===== src/rtl/simd_pkg.sv =====
package simd_pkg;
  typedef enum logic [2:0] {
    OP_UADD_H  = 3'd0,
    OP_USUB_H  = 3'd1,
    OP_UAVGA_B = 3'd2,
    OP_UAVGS_B = 3'd3,
    OP_SAVGA_H = 3'd4,
    OP_SAVGS_H = 3'd5,
    OP_SAVGA_W = 3'd6,
    OP_SAVGS_W = 3'd7
  } simd_op_e;
endpackage


===== src/rtl/simd_sat_lane.sv =====
module simd_sat_lane #(
  parameter int LW = 16
) (
  input  logic [LW-1:0] a_i,
  input  logic [LW-1:0] b_i,
  input  logic          sub_i,
  input  logic          sat_i,
  output logic [LW-1:0] res_o,
  output logic          ovf_o
);
  logic [LW:0] acc;

  always_comb begin
    acc   = sub_i ? ({1'b0, a_i} - {1'b0, b_i}) : ({1'b0, a_i} + {1'b0, b_i});
    // bit LW is carry-out on add, borrow (a < b) on subtract
    ovf_o = acc[LW];
    if (ovf_o && sat_i) res_o = sub_i ? '0 : '1;
    else                res_o = acc[LW-1:0];
  end
endmodule


===== src/rtl/simd_avg_lane.sv =====
module simd_avg_lane #(
  parameter int LW     = 8,
  parameter bit SIGNED = 1'b0
) (
  input  logic [LW-1:0] a_i,
  input  logic [LW-1:0] b_i,
  input  logic          sub_i,
  input  logic          rnd_i,
  output logic [LW-1:0] res_o
);
  localparam int EW = LW + 1;

  logic [EW-1:0] ea, eb, acc;
  logic          lsb_unused;

  always_comb begin
    ea  = SIGNED ? {a_i[LW-1], a_i} : {1'b0, a_i};
    eb  = SIGNED ? {b_i[LW-1], b_i} : {1'b0, b_i};
    // one guard bit is enough: only bits LW:1 survive the halving
    acc = (sub_i ? (ea - eb) : (ea + eb)) + {{(EW-1){1'b0}}, rnd_i};
  end

  assign {res_o, lsb_unused} = acc;
endmodule


===== src/rtl/simd_addsub.sv =====
module simd_addsub
  import simd_pkg::*;
#(
  parameter int W = 32
) (
  input  logic         valid_i,
  input  logic [2:0]   op_i,
  input  logic         sat_i,
  input  logic         rnd_i,
  input  logic [W-1:0] a_i,
  input  logic [W-1:0] b_i,
  output logic [W-1:0] result_o,
  output logic         ovf_o
);
  localparam int HW = W / 2;
  localparam int BW = W / 4;
  localparam int NH = W / HW;
  localparam int NB = W / BW;

  simd_op_e op;
  logic     sub;
  assign op  = simd_op_e'(op_i);
  assign sub = op_i[0];

  logic [W-1:0]  sat_res, bavg_res, havg_res, wavg_res;
  logic [NH-1:0] lane_ovf;

  for (genvar h = 0; h < NH; h++) begin : g_half
    simd_sat_lane #(.LW(HW)) u_sat (
      .a_i  (a_i[h*HW +: HW]),
      .b_i  (b_i[h*HW +: HW]),
      .sub_i(sub),
      .sat_i(sat_i),
      .res_o(sat_res[h*HW +: HW]),
      .ovf_o(lane_ovf[h])
    );
    simd_avg_lane #(.LW(HW), .SIGNED(1'b1)) u_savg (
      .a_i  (a_i[h*HW +: HW]),
      .b_i  (b_i[h*HW +: HW]),
      .sub_i(sub),
      .rnd_i(rnd_i),
      .res_o(havg_res[h*HW +: HW])
    );
  end

  for (genvar q = 0; q < NB; q++) begin : g_byte
    simd_avg_lane #(.LW(BW), .SIGNED(1'b0)) u_uavg (
      .a_i  (a_i[q*BW +: BW]),
      .b_i  (b_i[q*BW +: BW]),
      .sub_i(sub),
      .rnd_i(rnd_i),
      .res_o(bavg_res[q*BW +: BW])
    );
  end

  simd_avg_lane #(.LW(W), .SIGNED(1'b1)) u_wavg (
    .a_i  (a_i),
    .b_i  (b_i),
    .sub_i(sub),
    .rnd_i(rnd_i),
    .res_o(wavg_res)
  );

  always_comb begin
    result_o = '0;
    ovf_o    = 1'b0;
    if (valid_i) begin
      unique case (op)
        OP_UADD_H, OP_USUB_H: begin
          result_o = sat_res;
          ovf_o    = |lane_ovf;
        end
        OP_UAVGA_B, OP_UAVGS_B: result_o = bavg_res;
        OP_SAVGA_H, OP_SAVGS_H: result_o = havg_res;
        default:                result_o = wavg_res;
      endcase
    end
  end
endmodule


===== config.mk =====
export PLATFORM = sky130hd
export DESIGN_NAME = simd_addsub
export DESIGN_NICKNAME = d
export VERILOG_FILES = /design/src/rtl/simd_pkg.sv /design/src/rtl/simd_sat_lane.sv /design/src/rtl/simd_avg_lane.sv /design/src/rtl/simd_addsub.sv
export SDC_FILE = /design/constraint.sdc
export NUM_CORES = 1
export LEC_CHECK = 0
export BUFFER_PORTS_ARGS = -buffer_cell sky130_fd_sc_hd__buf_2
export CAP_MARGIN = 20
export CORE_MARGIN = 2
export CORE_UTILIZATION = 28
export DETAILED_ROUTE_END_ITERATION = 6
export PLACE_DENSITY = 0.53
export RECOVER_POWER = 50
export SKIP_LAST_GASP = 1
export SLEW_MARGIN = 20
export SYNTH_ARGS = -nofsm -noshare
export SYNTH_HDL_FRONTEND = slang
export SYNTH_HIERARCHICAL = 1
export SYNTH_SLANG_ARGS = --single-unit

===== constraint.sdc =====
create_clock -name vclk -period 9.1
set_clock_uncertainty 0.1 [all_clocks]
set_input_delay 1.82 -clock vclk [all_inputs]
set_output_delay 1.82 -clock vclk [all_outputs]
set_load 0.02 [all_outputs]

; After elaboration in Yosys (flattened, before gate mapping)
; Cells that the tools add are included.
[totals]
rom_bits = 0
register_bits = 0
mem_bits_rw = 0
memories = 0
latchBits = 0
out_inout_bits = 33
elab_cells = 53
inputBits = 70
[op_classes]
bitwise_logic = 0
n_eq_ne = 5
multipliers = 0
n_div = 0
shift = 0
n_lt_le_gt_ge = 0
reduce_logical = 7
muxes = 16
n_addsub = 25
[ops]
columns = op, count
row1 = $pmux W32 S3, 1
row2 = $add A16 B16 Y17, 4
row3 = $mux W17, 4
row4 = $sub A16 B16 Y17, 4
row5 = $mux W16, 3
row6 = $add A8 B8 Y9, 4
row7 = $add A9 B1 Y9, 4
row8 = $mux W9, 4
row9 = $sub A8 B8 Y9, 4
row10 = $add A17 B1 Y17, 2
row11 = $add A32 B32 Y33, 1
row12 = $add A33 B1 Y33, 1
row13 = $mux W33, 1
row14 = $sub A32 B32 Y33, 1
row15 = $mux W32, 1
row16 = $reduce_or A2 Y1, 4
row17 = $eq A3 B2 Y1 const B, 2
row18 = $eq A3 B3 Y1 const B, 2
row19 = $eq A3 B1 Y1 const B, 1
row20 = $logic_not A3 Y1, 1
row21 = $logic_and A1 B1 Y1, 2
row22 = $mux W1, 2

; Logic depth before layout (Yosys ltp)
; Gate-level depths: netlist (run 1).
[logic_depth]
word_depth = 6
depth_mapped = 22
depth_no_buf = 21

; Cells and area by module
; Netlist (run 1), hierarchy kept.
[by_module_without_submodules]
columns = module, area_each_um2, seq_area_each_um2, cells_each, n_inst
row1 = simd_avg_lane (u_wavg), 3599.7, 0.0, 529, 1
row2 = simd_avg_lane (g_byte[0].u_uavg ...), 671.9, 0.0, 98, 4
row3 = simd_sat_lane, 1341.3, 0.0, 193, 2
row4 = simd_avg_lane (g_half[1].u_savg), 1431.4, 0.0, 202, 1
row5 = simd_avg_lane (g_half[0].u_savg), 1408.9, 0.0, 202, 1
row6 = simd_addsub, 1001.0, 0.0, 114, 1

; Least setup slack after synthesis (run 1)
; Ideal clock, no wire load.
[synth_timing]
path_type = input to output
start = input b_i[7]
end = output result_o[31]
stages = 21
t_arrival_ns = 6.398
required_time_ns = 7.180
setup_slack_ns = 0.782
path_buffers = 1
cell_sequence = or4_4 nor4_4 nand2b_2 or4_1 nor2_1 nand2_1 nor2_1 nor2_1 xnor2_1 ha_1 clkbuf_1 and4_1 a221o_1 mux2i_1 o31a_1 o311a_1 nor4b_1 and4_1 xnor2_1 mux2i_1 o22ai_1
[synth_via]
elab_chain_cells = 5
elab_cells_between_ends = 6
cone_classes = 3 x add/sub / 3 x mux
[synth_lines]
columns = element, line
row1 = "start, declared", simd_addsub.sv:11  ; input logic [W-1:0] b_i,
row2 = $add A32 B32 Y33 or $sub A32 B32 Y33 (tied branches), simd_avg_lane.sv:20  ; acc = (sub_i ? (ea - eb) : (ea + eb)) + {{(EW-1){1'b0}}, rnd_i};
row3 = $mux W33 *, simd_avg_lane.sv:20
row4 = $add A33 B1 Y33 *, simd_avg_lane.sv:20
row5 = net wavg_res[31], simd_addsub.sv:25  ; logic [W-1:0] sat_res, bavg_res, havg_res, wavg_res;
row6 = $pmux W32 S3 *, simd_addsub.sv:68  ; unique case (op)
row7 = $mux W32 *, simd_addsub.sv:67  ; if (valid_i) begin
row8 = "end, declared", simd_addsub.sv:12  ; output logic [W-1:0] result_o,
; The timed path passes the listed nets; every way through them passes the cells marked *.

; Worst setup path after layout (run 1)
[layout_timing]
start = input b_i[7]
end = output result_o[28]
; The elaborated chain is that of the path after synthesis.

==> impl_metrics.ini, run 1 <==
[synthesis]
synth_compound_area_share_pct = 24.7
netlist_top_cells_area = xnor2_1 14%, ha_1 14%, a21oi_1 6.6%
synth_area_leader_cell = xnor2_1
synth_warnings = 6
muxShareOfSynthArea_pct = 6.95
synth_seq_area_share_pct = 0
netlist_area_um2 = 12800
synthAdderAreaFrac_pct = 15.5
ys_types = 103
synth-simple-area-share_pct = 27.7
synth_top_family_by_area = simple AND/OR/NAND/NOR gates
syn_inst = 1825
synth_top_cell_area_share_pct = 14.4
synth_xor_area_share_pct = 19.2
synth_fp_nets = 2048
syn_avg_cell_area_um2 = 7.02

[place]
dp.cells = 2496
place_congestion = 0.922
port_buffers = 103
place_ws_ns = 0.193
dp_hpwl_mm = 35.9

[worst_hold_path]
hold_start = op_i[2]
hold_end = result_o[18]
hp-class = in2out
whs_path_depth = 5

[timing]
max_slew_margin_pct = 45.0
fin_setup_tns_ns = 0
fmax_ghz = 0.114
hold_viol_final = 0
maxSlewViolCount = 0
layout_setup_ws_ns = 0.338
fin_crit_ns = 8.76
setup_viol = 0
period_share_pct = 96.3
rsz0062_at_grt = false
tightest_slew_ns = 0.825

[global_routing]
grt_max_degree = 66
grt_pass1_vias = 12800
grt_pass1_wl_mm = 70.4
grt_overflow = 0
antenna_found_initial = 2
grt_usage_pct = 18.2

[power]
comb_power_share_pct = 100.0
clkPwrFrac_pct = 0
ir_drop_v = 0.0000489
p_int_mw = 0.614
p_sw_mw = 0.938
power.density_nw_per_um2 = 111
power.leakage_nw = 5.73
seqPwrFrac_pct = 0
p_sw_share_pct = 60.4

[worst_setup_path]
crit_slowest_cell = or4_4
crit_chain = buf_2 -> or4_4 -> nor4_4 -> nand2b_2 -> or4_1 -> nor2_1 -> buf_4 -> a21oi_1 -> xnor2_1 -> ha_2 -> nand2_1 -> or4_1 -> nand2b_1 -> and3_1 -> xor2_1 -> nor4_4 -> nand4_1 -> xnor2_1 -> mux2i_1 -> o22ai_1 -> buf_2
criticalPathCategory = in2out
cp_max_fo = 6
endpoint_kind = output port
critPathMaxStageDelay_ns = 0.59
worstPathRequired_ns = 7.18
worst_setup_path_start_kind = input pin
cp.arrival_ns = 6.84

[floorplan]
die_y_um = 218
die_w_um = 218
io_pins = 103
coreArea_um2 = 45300
initial_core_util_pct = 28.3
design.die.area_um2 = 47500
row_count = 78

[cells_and_area]
fin_nets = 2124
seq_area_um2 = 0
drive_gt1_share_pct = 12.2
fill_cells = 4970
clock_buffers = 0
syn2layout_area_growth_pct = 8.96
final_cell_mix = 210 x xnor2_1, 198 x nor2_1, 166 x a21oi_1, 142 x ha_1, 122 x nand2_1
nFlopsAndLatches = 0
num_antenna_cells = 0
fin_cells = 2499
final_common_cell = xnor2_1

[route]
routed_wl_mm = 44.7
vias = 13700
drt-pass1-iter-count = 6
wire_per_inst_um = 17.9
drc = 0
via_per_inst = 5.46
postRouteAntennaNets = 0
drtIter0Drc = 929

[job]
max_cap_violations = 0

[clock_tree]
cts_hold_buf = 0

[run_status]
status = finished, final reports clean
-- synthesized netlist by cell type (7+ instances only) --
cell / instances
a21oi_1: 168
nor2b_1: 28
o22ai_1: 34
xor2_1: 69
nor3b_1: 10
fa_1: 9
nor3_1: 79
inv_1: 105
nand3b_1: 11
or3_1: 13
nor4_1: 16
nor2_1: 199
or4_1: 9
clkbuf_1: 22
o31ai_1: 7
and2_1: 7
and3_1: 10
nand2_1: 122
mux2i_1: 80
ha_1: 144
nand4_1: 19
a31oi_1: 24
xnor2_1: 210
a21boi_0: 7
o21ai_1: 15
nand2b_1: 25
o21a_1: 12
a21oi_2: 12
buf_2: 16
a21o_1: 19
o21ai_0: 54
a21o_2: 20
a211oi_1: 12
o211ai_1: 17
and4_1: 12
o2111ai_1: 8
mux2_2: 8
nand3_1: 44
-- stage by stage --
step	utilization, %	cell area [um2]	power (mW)	hold slack, ns
floorplan	-	12800	1.15	3.80
global placement	30.7	13900	1.51	4.28
detailed placement	30.7	13900	1.52	4.27
CTS	30.7	13900	1.53	4.28
global route	30.8	14000	1.71	4.33
finish	30.8	14000	1.55	4.29
-- layer usage --
layer | wire length, um | vias up | GRT usage (%)
met5 | 0 | - | 0
met3 | 1850 | 62 | 0.460
met4 | 1010 | 0 | 3.58
met2 | 20800 | 405 | 31.4
met1 | 21000 | 6390 | 25.3
li1 | - | 6800 | -
-- worst max path at each step --
stage | startpoint | slack [ns] | depth (start not counted) | end
after CTS | b_i[7] | 0.19 | 22 | result_o[31]
final | b_i[7] | 0.34 | 21 | result_o[28]
after global placement | b_i[7] | 0.25 | 21 | result_o[31]
after floorplan | b_i[7] | 0.78 | 21 | result_o[31]
after global routing | b_i[7] | 0.004 | 21 | result_o[31]
after detailed placement | b_i[7] | 0.19 | 22 | result_o[31]
-- power groups by stage --
stage,Clock (mW),Combinational [mW],Sequential [mW]
6_report,0,1.55,0
5_1_grt,0,1.71,0
4_1_cts,0,1.53,0
3_5_place_dp,0,1.52,0
3_3_place_gp,0,1.51,0
2_1_floorplan,0,1.15,0
-- critical path: cells and delay by family --
family,cells,cell delay [ns]
xor+xnor,3,0.50
buf+inv,3,0.46
simple gates,11,3.29
compound gates,2,0.27
mux,1,0.09
fa+ha+maj,1,0.40
-- final cells by class --
class	instances	area (um2)	area share (%)
Inverter	109	409	2.93
Multi-Input combinational cell	1662	12100	86.7
Tap cell	600	751	5.38
Timing Repair Buffer	128	703	5.04
-- kinds of logic after synthesis --
family	count (synthesis)
xor+xnor	280
mux	88
fa+ha+maj	153
buf+inv	163
compound gates	479
simple gates	662
-- timing repair --
item                                    in CTS  in global routing
endpoints found under the setup margin       0                 10
buffers inserted                             0                  3
gates resized for setup                      0                 11
(Power assumes the default switching activity.)
==> run 2, diff against run 1 <==
--- a/config.mk
+++ b/config.mk
@@ -10,7 +10,7 @@
 export CORE_MARGIN = 2
 export CORE_UTILIZATION = 28
 export DETAILED_ROUTE_END_ITERATION = 6
-export PLACE_DENSITY = 0.53
+export PLACE_DENSITY = 0.52
 export RECOVER_POWER = 50
 export SKIP_LAST_GASP = 1
 export SLEW_MARGIN = 20
==> impl_metrics.ini, run 2 (synthesized netlist as in run 1, its figures left out) <==
[cells_and_area]
drive_gt1_share_pct = 12.2
final_cell_mix = 210 x xnor2_1, 199 x nor2_1, 166 x a21oi_1, 143 x ha_1, 122 x nand2_1
final_common_cell = xnor2_1
fin_cells = 2500
clock_buffers = 0
syn2layout_area_growth_pct = 9.04
nFlopsAndLatches = 0
fin_nets = 2124
seq_area_um2 = 0

[clock_tree]
cts_hold_buf = 0

[worst_setup_path]
crit_start = b_i[7]
cp_max_fo = 9
endpoint_kind = output port
endpoint = result_o[28]
criticalPathCategory = in2out
cp.arrival_ns = 6.93
worst_setup_path_start_kind = input pin
worstPathRequired_ns = 7.18

[timing]
fin_crit_ns = 8.85
fmax_ghz = 0.113
hold_viol_final = 0
maxSlewViolCount = 0
rsz0062_at_grt = true
setup_viol = 0
max_slew_margin_pct = 49.4
tightest_slew_ns = 0.752
period_share_pct = 97.2

[power]
fin_total_pwr_mw = 1.55
power.density_nw_per_um2 = 111
ir_drop_v = 0.0000434
power.leakage_nw = 5.75

[place]
dp.cells = 2496
place_congestion = 0.892
port_buffers = 103
dp_hpwl_mm = 36.4

[global_routing]
grt_max_degree = 70
grt_pass1_wl_mm = 70.0
grt_overflow = 0
antenna_found_initial = 1
grt_usage_pct = 18.2
grt_pass1_vias = 12900

[route]
postRouteAntennaNets = 0
via_per_inst = 5.44
drtIter0Drc = 854
vias = 13600
drt-pass1-iter-count = 5
routed_wl_mm = 44.7
drc = 0
wire_per_inst_um = 17.9

[run_status]
status = finished, final reports clean

[floorplan]
initial_core_util_pct = 28.3
design.die.area_um2 = 47500
die_y_um = 218
coreArea_um2 = 45300
row_count = 78
io_pins = 103
die_w_um = 218

[job]
max_cap_violations = 0

[worst_hold_path]
hp-class = in2out
-- run 2: cell type report --
cell class	count	area [um2]
Timing Repair Buffer	128	704
Fill cell	5057	31300
Multi-Input combinational cell	1662	12100
Tap cell	600	751
Inverter	109	409
Antenna cell	1	2.50
-- run 2: timing repair --
| action | in CTS | in global routing |
|---|---|---|
| endpoints found under the hold margin | 0 | 0 |
| setup buffers | 0 | 3 |
| endpoints found under the setup margin | 0 | 9 |
| gates resized for setup | 0 | 10 |
-- run 2: worst max-delay path, cell delays in order --
cell,delay (ns)
buf_2,0.10
or4_4,0.59
nor4_4,0.20
nand2b_2,0.15
or4_1,0.54
nor2_1,0.11
nor2_1,0.06
xnor2_1,0.14
ha_1,0.39
and4_1,0.25
nand2_1,0.13
o2bb2ai_1,0.13
o31a_1,0.37
nor4_4,0.36
nand4_4,0.20
nor4_4,0.51
nand4_1,0.18
xnor2_1,0.20
mux2i_1,0.11
o22ai_1,0.18
buf_2,0.20
-- run 2: per-layer routing --
| layer | GRT usage, % | wire length, um |
|---|---|---|
| met1 | 24.6 | 21000 |
| met2 | 31.2 | 20600 |
| met3 | 1.02 | 1720 |
| met4 | 4.97 | 1340 |
| met5 | 0 | 27 |
-- run 2: worst min path at each step --
stage | from | endpoint | depth (start not counted)
floorplan | op_i[2] | result_o[31] | 2
global placement | op_i[1] | result_o[0] | 4
detailed placement | op_i[1] | result_o[0] | 4
CTS | op_i[1] | result_o[0] | 4
global route | op_i[1] | result_o[1] | 4
finish | op_i[1] | result_o[1] | 4
-- run 2: power by group --
| part | leakage [nW] | total, mW | internal [mW] | switching (mW) |
|---|---|---|---|---|
| combinational | 5.75 | 1.55 | 0.613 | 0.940 |
| sequential | 0 | 0 | 0 | 0 |
| clock | 0.00000634 | 0.0000000106 | 0.0000000106 | 0 |
-- run 2: through the flow --
step / util [%] / cell area [um2] / hold slack (ns) / TNS (ns) / setup slack [ns]
after CTS: 30.7 / 13900 / 4.27 / 0 / 0.185
after global placement: 30.7 / 13900 / 4.27 / 0 / 0.273
after global routing: 30.8 / 14000 / 4.32 / -0.00319 / -0.00319
after floorplan: - / 12800 / 3.80 / 0 / 0.782
after detailed placement: 30.7 / 13900 / 4.26 / 0 / 0.204
final: 30.8 / 14000 / 4.28 / 0 / 0.253
